## config.mk

```make
export PLATFORM = sky130hd
export DESIGN_NAME = lvds_iq_serializer
export DESIGN_NICKNAME = d
export VERILOG_FILES = /design/src/rtl/lvds_ser_pkg.sv /design/src/rtl/ser_slot_counter.sv /design/src/rtl/ser_word_capture.sv /design/src/rtl/ser_slot_mux.sv /design/src/rtl/lvds_iq_serializer.sv
export SDC_FILE = /design/constraint.sdc
export NUM_CORES = 1
export LEC_CHECK = 0
export ABC_AREA = 1
export BUFFER_PORTS_ARGS = -buffer_cell sky130_fd_sc_hd__buf_2
export CORE_ASPECT_RATIO = 1.5
export CORE_MARGIN = 5
export CORE_UTILIZATION = 49
export CTS_CLUSTER_SIZE = 40
export DETAILED_ROUTE_END_ITERATION = 8
export PLACE_DENSITY = 0.87
export SKIP_CTS_REPAIR_TIMING = 1
export SYNTH_ARGS = -nofsm -noshare
export SYNTH_HDL_FRONTEND = slang
export SYNTH_SLANG_ARGS = --single-unit
```

## constraint.sdc

```tcl
create_clock -name clk -period 1.2 [get_ports clk]
set_input_delay 0.06 -clock clk [delete_from_list [all_inputs] [get_ports clk]]
set_output_delay 0.06 -clock clk [all_outputs]
set_load 0.02 [all_outputs]
```

## src/rtl/lvds_ser_pkg.sv

```systemverilog
package lvds_ser_pkg;
  localparam int SLOT_W = 3;
  localparam int SLOTS  = 1 << SLOT_W;

  typedef logic [SLOT_W-1:0] slot_t;

  // Component index for a slot: bit1 = channel, bit0 = quadrature.
  function automatic logic [1:0] slot_comp(input slot_t s);
    return {s[2], s[0]};
  endfunction

  // Upper half occupies slots whose bit1 is clear.
  function automatic logic slot_is_upper(input slot_t s);
    return ~s[1];
  endfunction

  // Channel 0 half of the word marks the framing line.
  function automatic logic frame_level(input slot_t s, input logic inv);
    return (~s[2]) ^ inv;
  endfunction

  // Forwarded clock is high on even slots (one edge per slot).
  function automatic logic bus_clk_level(input slot_t s);
    return ~s[0];
  endfunction
endpackage

```

## src/rtl/ser_slot_counter.sv

```systemverilog
module ser_slot_counter
  import lvds_ser_pkg::*;
(
  input  logic  clk,
  input  logic  rst,
  output slot_t slot,
  output logic  run,
  output logic  boundary
);
  localparam slot_t LAST = slot_t'(SLOTS - 1);

  // Reset parks the counter on the last slot so the first boundary
  // follows the release of reset immediately.
  always_ff @(posedge clk) begin
    if (rst) begin
      slot <= LAST;
      run  <= 1'b0;
    end else begin
      slot <= (slot == LAST) ? '0 : slot + slot_t'(1);
      if (slot == LAST) run <= 1'b1;
    end
  end

  assign boundary = (slot == LAST) && !rst;
endmodule

```

## src/rtl/ser_word_capture.sv

```systemverilog
module ser_word_capture #(
  parameter int LANES = 6,
  localparam int CW = 2 * LANES
) (
  input  logic                clk,
  input  logic                rst,
  input  logic                load,
  input  logic                mimo,
  input  logic [CW-1:0]       i0,
  input  logic [CW-1:0]       q0,
  input  logic [CW-1:0]       i1,
  input  logic [CW-1:0]       q1,
  output logic [3:0][CW-1:0]  word_q
);
  logic [CW-1:0] ch1_i, ch1_q;

  // Single-channel mode sends channel 0 in both halves of the word.
  assign ch1_i = mimo ? i1 : i0;
  assign ch1_q = mimo ? q1 : q0;

  always_ff @(posedge clk) begin
    if (rst) begin
      word_q <= '0;
    end else if (load) begin
      word_q[0] <= i0;
      word_q[1] <= q0;
      word_q[2] <= ch1_i;
      word_q[3] <= ch1_q;
    end
  end
endmodule

```

## src/rtl/ser_slot_mux.sv

```systemverilog
module ser_slot_mux
  import lvds_ser_pkg::*;
#(
  parameter int                LANES         = 6,
  parameter logic [LANES-1:0]  LANE_INV_MASK = '0,
  parameter bit                FRAME_INV     = 1'b0,
  localparam int CW = 2 * LANES
) (
  input  logic [3:0][CW-1:0] word_q,
  input  slot_t              slot,
  input  logic               run,
  output logic [LANES-1:0]   lane_out,
  output logic               frame_out,
  output logic               fwd_clk_out
);
  logic [CW-1:0] comp;
  logic [CW-1:0] comp_inv;

  assign comp = word_q[slot_comp(slot)];

  generate
    if (LANE_INV_MASK == '0) begin : g_plain
      assign comp_inv = comp;
    end else begin : g_inv
      assign comp_inv = comp ^ {LANE_INV_MASK, LANE_INV_MASK};
    end
  endgenerate

  always_comb begin
    lane_out    = '0;
    frame_out   = 1'b0;
    fwd_clk_out = 1'b0;
    if (run) begin
      lane_out    = slot_is_upper(slot) ? comp_inv[CW-1:LANES] : comp_inv[LANES-1:0];
      frame_out   = frame_level(slot, FRAME_INV);
      fwd_clk_out = bus_clk_level(slot);
    end
  end
endmodule

```

## src/rtl/lvds_iq_serializer.sv

```systemverilog
module lvds_iq_serializer
  import lvds_ser_pkg::*;
#(
  parameter int                LANES         = 6,
  parameter logic [LANES-1:0]  LANE_INV_MASK = '0,
  parameter bit                FRAME_INV     = 1'b0,
  localparam int CW = 2 * LANES
) (
  input  logic             clk,
  input  logic             rst,
  input  logic             mimo,
  input  logic             in_valid,
  output logic             in_ready,
  input  logic [CW-1:0]    in_i0,
  input  logic [CW-1:0]    in_q0,
  input  logic [CW-1:0]    in_i1,
  input  logic [CW-1:0]    in_q1,
  output logic [LANES-1:0] lane_out,
  output logic             frame_out,
  output logic             fwd_clk_out
);
  slot_t              slot;
  logic               slot_run;
  logic               slot_bound;
  logic               take;
  logic [3:0][CW-1:0] word_q;

  ser_slot_counter u_cnt (
    .clk      (clk),
    .rst      (rst),
    .slot     (slot),
    .run      (slot_run),
    .boundary (slot_bound)
  );

  assign in_ready = slot_bound;
  assign take     = slot_bound && in_valid;

  ser_word_capture #(.LANES(LANES)) u_cap (
    .clk    (clk),
    .rst    (rst),
    .load   (take),
    .mimo   (mimo),
    .i0     (in_i0),
    .q0     (in_q0),
    .i1     (in_i1),
    .q1     (in_q1),
    .word_q (word_q)
  );

  ser_slot_mux #(
    .LANES         (LANES),
    .LANE_INV_MASK (LANE_INV_MASK),
    .FRAME_INV     (FRAME_INV)
  ) u_mux (
    .word_q      (word_q),
    .slot        (slot),
    .run         (slot_run),
    .lane_out    (lane_out),
    .frame_out   (frame_out),
    .fwd_clk_out (fwd_clk_out)
  );
endmodule

```

### After elaboration in Yosys (flattened, before gate mapping)

Cells that the tools add are included.

* output and inout port bits: 9
* logic and storage cells: 23
* bits in registers: 52

* magnitude comparators: 1
* multiplexer cells: 9
* bitwise operators: 2
* add/subtract/negate cells: 1
* reductions and logical operators: 3
* eq/ne operators: 1

Operators by type and width (number)
* $mux W12: 3
* $bmux W12 S2: 1
* $mux W6: 2
* $add A3 B1 Y3 const B: 1
* $eq A3 B3 Y1 const B: 1
* $lt A2 B3 Y1 const B: 1
* $mux W3: 1
* $logic_and A1 B1 Y1: 2
* $mux W1: 2
* $not A1 Y1: 2
* $logic_not A1 Y1: 1

### Longest topological paths before layout

* depth after elaboration: 4
* gate-level depth with buffers: 9
* mapped depth without buffers: 7

### Modules after synthesis

From an unflattened synthesis, not the netlist that was laid out.

* cell total of the unflattened synthesis: 491
* area, all modules: 2961.6 µm²

Modules (own cells, without submodules)
* ser_word_capture: seq. area each 960.9 µm², cells each 310, area each 2110.8 µm², times used 1
* ser_slot_mux: seq. area each 0.0 µm², cells each 163, area each 696.9 µm², times used 1
* ser_slot_counter: seq. area each 80.1 µm², cells each 16, area each 146.4 µm², times used 1
* lvds_iq_serializer: seq. area each 0.0 µm², cells each 2, area each 7.5 µm², times used 1

### Worst setup path after synthesis

Ideal clock, no wire load.

* path kind: register to register
* start: register u_cnt.slot[1]
* end: register u_cap.word_q[10] in the netlist's numbering
* stages on the path, launching flop included: 10
* clock period less this slack: 1.472 ns
* arrival time: 1.347 ns
* required time: 1.075 ns
* path slack: -0.272 ns
* path buffers: 2
* library setup time: 0.125 ns
* path through: dfxtp_1 ha_1 ha_1 inv_2 nor2_4 nand2_2 buf_6 buf_6 nand3_1 o21ai_0

* longest elaborated chain between the ends: 3

Ends and longest elaborated chain
* from (decl): RTL line ser_slot_counter.sv:6 `output slot_t slot,`
* from (signal assigned): RTL line ser_slot_counter.sv:19 `slot <= (slot == LAST) ? '0 : slot + slot_t'(1);`
* $eq A3 B3 Y1: RTL line ser_slot_counter.sv:24 `assign boundary = (slot == LAST) && !rst;`
* $logic_and A1 B1 Y1: RTL line ser_slot_counter.sv:24
* via in_ready: RTL line lvds_iq_serializer.sv:13 `output logic in_ready,`
* $logic_and A1 B1 Y1: RTL line lvds_iq_serializer.sv:37 `assign take = slot_bound && in_valid;`
* to (decl): RTL line ser_word_capture.sv:13 `output logic [3:0][CW-1:0] word_q`

The timed path passes the listed nets, and every way through them passes these cells.
A chain may end at the register's enable or synchronous reset.

### Worst setup path in the final report

* start: register u_cnt.slot[0]
* end: output lane_out[5]

* longest elaborated chain between the ends: 4

Ends and longest elaborated chain
* $bmux W12 S2: RTL line ser_slot_mux.sv:19 `assign comp = word_q[slot_comp(slot)];`
* $mux W12 (implied by the code): RTL line ser_slot_mux.sv:19
* $mux W6: RTL line ser_slot_mux.sv:34 `lane_out = slot_is_upper(slot) ? comp_inv[CW-1:LANES] : comp_inv[LANES-1:0];`
* $mux W6: RTL line ser_slot_mux.sv:33 `if (run) begin`
* to (decl): RTL line lvds_iq_serializer.sv:18 `output logic [LANES-1:0] lane_out,`

Every way passes these cells. The select of a mux whose other input is x is not followed.

==> results.sh <==
export IMPL_area_delta_synth_final_pct=57.0
export IMPL_wl_mm=10.4
export IMPL_place_congestion=0.996
export IMPL_synth_common_cells="nand2_1, inv_1, o21ai_0"
export IMPL_r2r_cells=9
export IMPL_num_rows=33
export IMPL_crit_path_end_kind="output port"
export IMPL_worstPathRequired_ns=1.14
export IMPL_path_max_fanout=7
export IMPL_wl_per_cell_um=18.5
export IMPL_yosysUniqueCellTypes=18
export IMPL_critical_path_arrival_ns=1.64
export IMPL_setup_viol=56
export IMPL_die_area_um2=7100
export IMPL_grt_pass1_vias=2671
export IMPL_grt_pass1_wl_mm=11.0
export IMPL_synthCells=414
export IMPL_cts_max_level=2
export IMPL_violations="negative hold slack, negative setup slack"
export IMPL_clockBufferDepth=2
export IMPL_critPathMaxStageDelay_ns=0.38
export IMPL_diodes=0
export IMPL_synthArstFlopShare_pct=0
export IMPL_hold_path_end="u_cap.word_q[4]"
export IMPL_yosys_warnings=0
export IMPL_synth_seq_cells=52
export IMPL_slew_headroom_pct=75.2
export IMPL_synth_avg_cell_area_um2=6.50
export IMPL_nNetsFinal=543
export IMPL_viasPerCell=5.82
export IMPL_fin_ws_ns=-0.504
export IMPL_antenna_found_initial=0
export IMPL_min_delay_start="in_i0[4]"
export IMPL_fin_cells=560
export IMPL_die_w_um=70.5
export IMPL_clock_skew_ns=0.00954
export IMPL_tightest_slew_ns=0.368
export IMPL_max_cap_viol_count=0
export IMPL_gr_total_overflow=0
export IMPL_hpwl_mm=5.17
export IMPL_ios=61
export IMPL_initial_core_util_pct=49.7
export IMPL_clock_root_buffer="clkbuf_8"
export IMPL_cts_tree="done"
export IMPL_crit_chain="buf_12, buf_12, nand2_2, nand3_1, nand3_2, nand2_2, nor2_2, buf_6"
export IMPL_fillers=322
export IMPL_total_power_mw=5.54
export IMPL_drc_errors=0
export IMPL_irDropWorstVdd_mv=1.15
export IMPL_cp_start_kind="flop"
export IMPL_netlist_area_leader_share_pct=38.7
export IMPL_cts_made_buffers=5
export IMPL_power_static_leakage_nw=1.87
export IMPL_syn_num_nets=468
export IMPL_worst_hold_slack_ns=-0.00603
export IMPL_clk_pin_slew_worst_paths_ns=0.10
export IMPL_r2r_end="u_cap.word_q[22]"
export IMPL_drtIter0Drc=375
export IMPL_worst_path_buf_inv=3
export IMPL_p_per_area_nw_per_um2=1310
export IMPL_fp_coreArea_um2=5410
export IMPL_synthTopCellsByArea="dfxtp_1, nand2_1, o21ai_0"
export IMPL_critical_path_class="reg -> out"
export IMPL_clkLatencyLatePin_ns=0.32
export IMPL_clock_sinks=52
export IMPL_r2r_start="u_cnt.slot[0]"
export IMPL_placedCellCount=532
export IMPL_synth_edf_count=0
export IMPL_hold_class="in -> reg"
export IMPL_drt_pass1_iter_count=5
export IMPL_fin_crit_ns=1.70
export IMPL_hold_violations=3
export IMPL_ys_seq_area_share_pct=38.7
export IMPL_status="finished with violations"
export IMPL_drv_slew=0
export IMPL_r2r_slack_ns=-0.37
export IMPL_hold_depth=3
export IMPL_die_h_um=101
export IMPL_ant_nets=0
export IMPL_synthFlopType="dfxtp_1"
export IMPL_min_period_over_period_pct=142
export IMPL_cp_top_family="simple AND/OR/NAND/NOR gates"
export IMPL_drive_above_1_share_pct=48.2
export IMPL_grt_max_degree=49
export IMPL_synth_top_area_cell="dfxtp_1"
export IMPL_grtUsageTotal_pct=19.3
export IMPL_place_port_buffers=60
export IMPL_cp_slowest_cell="dfxtp_4"
export IMPL_yosysMostFrequentCell="nand2_1"
export IMPL_grt_setup_unrepaired="yes"
export IMPL_via_count=3261
export IMPL_max_freq_mhz=587
export IMPL_syn_area_um2=2690
## final cells by class
class                   count  area, µm²  share of cell area, %
multi-input cells         257       1760                   41.6
well taps                  70       87.6                   2.07
inverters                  77        304                   7.20
repair buffers             96        936                   22.2
clock buffers               8       90.1                   2.13
flip-flops and latches     52       1050                   24.9
## flip-flops by register name, summed over array words and instances, names as in the netlist
signal	flops
u_cnt.slot	3
u_cap.word_q	48
u_cnt.run	1
## routing by layer
| metal | wire [µm] | track usage (%) |
|---|---|---|
| met5 | 0 | 0 |
| met3 | 824 | 3.59 |
| met2 | 5460 | 35.8 |
| met1 | 3630 | 20.2 |
| met4 | 456 | 10.6 |
## cell families (layout without fill, tap and decap cells)
| kind of cell | count (synthesis) | in the layout | synth area share (%) |
|---|---|---|---|
| adder cells (fa/ha/maj) | 2 | 2 | 0.930 |
| buffers and inverters | 105 | 181 | 17.3 |
| AO/OA/AOI/OAI | 98 | 98 | 18.2 |
| AND/OR/NAND/NOR | 157 | 157 | 24.9 |
| flip-flops | 52 | 52 | 38.7 |
## worst max-delay path by stage
| stage | startpoint | endpoint | slack (ns) | cells past startpoint |
|---|---|---|---|---|
| final | u_cnt.slot[0] | lane_out[5] | -0.50 | 8 |
| after global routing | u_cnt.slot[0] | lane_out[5] | -0.52 | 8 |
| after CTS | u_cnt.slot[0] | lane_out[2] | -0.57 | 8 |
| after detailed placement | u_cnt.slot[0] | u_cap.word_q[46] | -0.27 | 8 |
| after global placement | u_cnt.slot[0] | u_cap.word_q[46] | -0.22 | 8 |
| after floorplan | u_cnt.slot[1] | u_cap.word_q[10] | -0.22 | 9 |
## cells in the final DEF, fill, tap and decap left out, types with 14 or more instances in the layout
cell type  count
a21oi_2       22
nand3_1       23
buf_2         51
o21ai_2       34
inv_1         74
dfxtp_1       48
nand3_2       31
nand2_1       66
nand2_2       14
o21ai_0       26
## tightest hold or removal path: stages
cell,delay (ns)
buf_2,0.10
inv_1,0.05
o21ai_1,0.06
## power by group
group / switching [mW] / internal [mW] / leakage [nW] / total (mW)
clock: 0.605 / 0.473 / 0.0455 / 1.08
combinational: 1.36 / 1.06 / 1.40 / 2.41
sequential: 0.133 / 1.92 / 0.425 / 2.05
total: 2.10 / 3.45 / 1.87 / 5.54
## through the flow
step	instance area, µm²	worst slack (ns)	utilization [%]	TNS (ns)
after floorplan	2730	-0.224	-	-8.46
after global placement	3130	-0.222	57.8	-6.41
after detailed placement	3130	-0.266	57.8	-9.33
after CTS	3220	-0.566	59.5	-12.77
after global routing	4220	-0.519	78.1	-21.03
final	4220	-0.504	78.1	-17.48
Power figures use the tool's default switching activity.
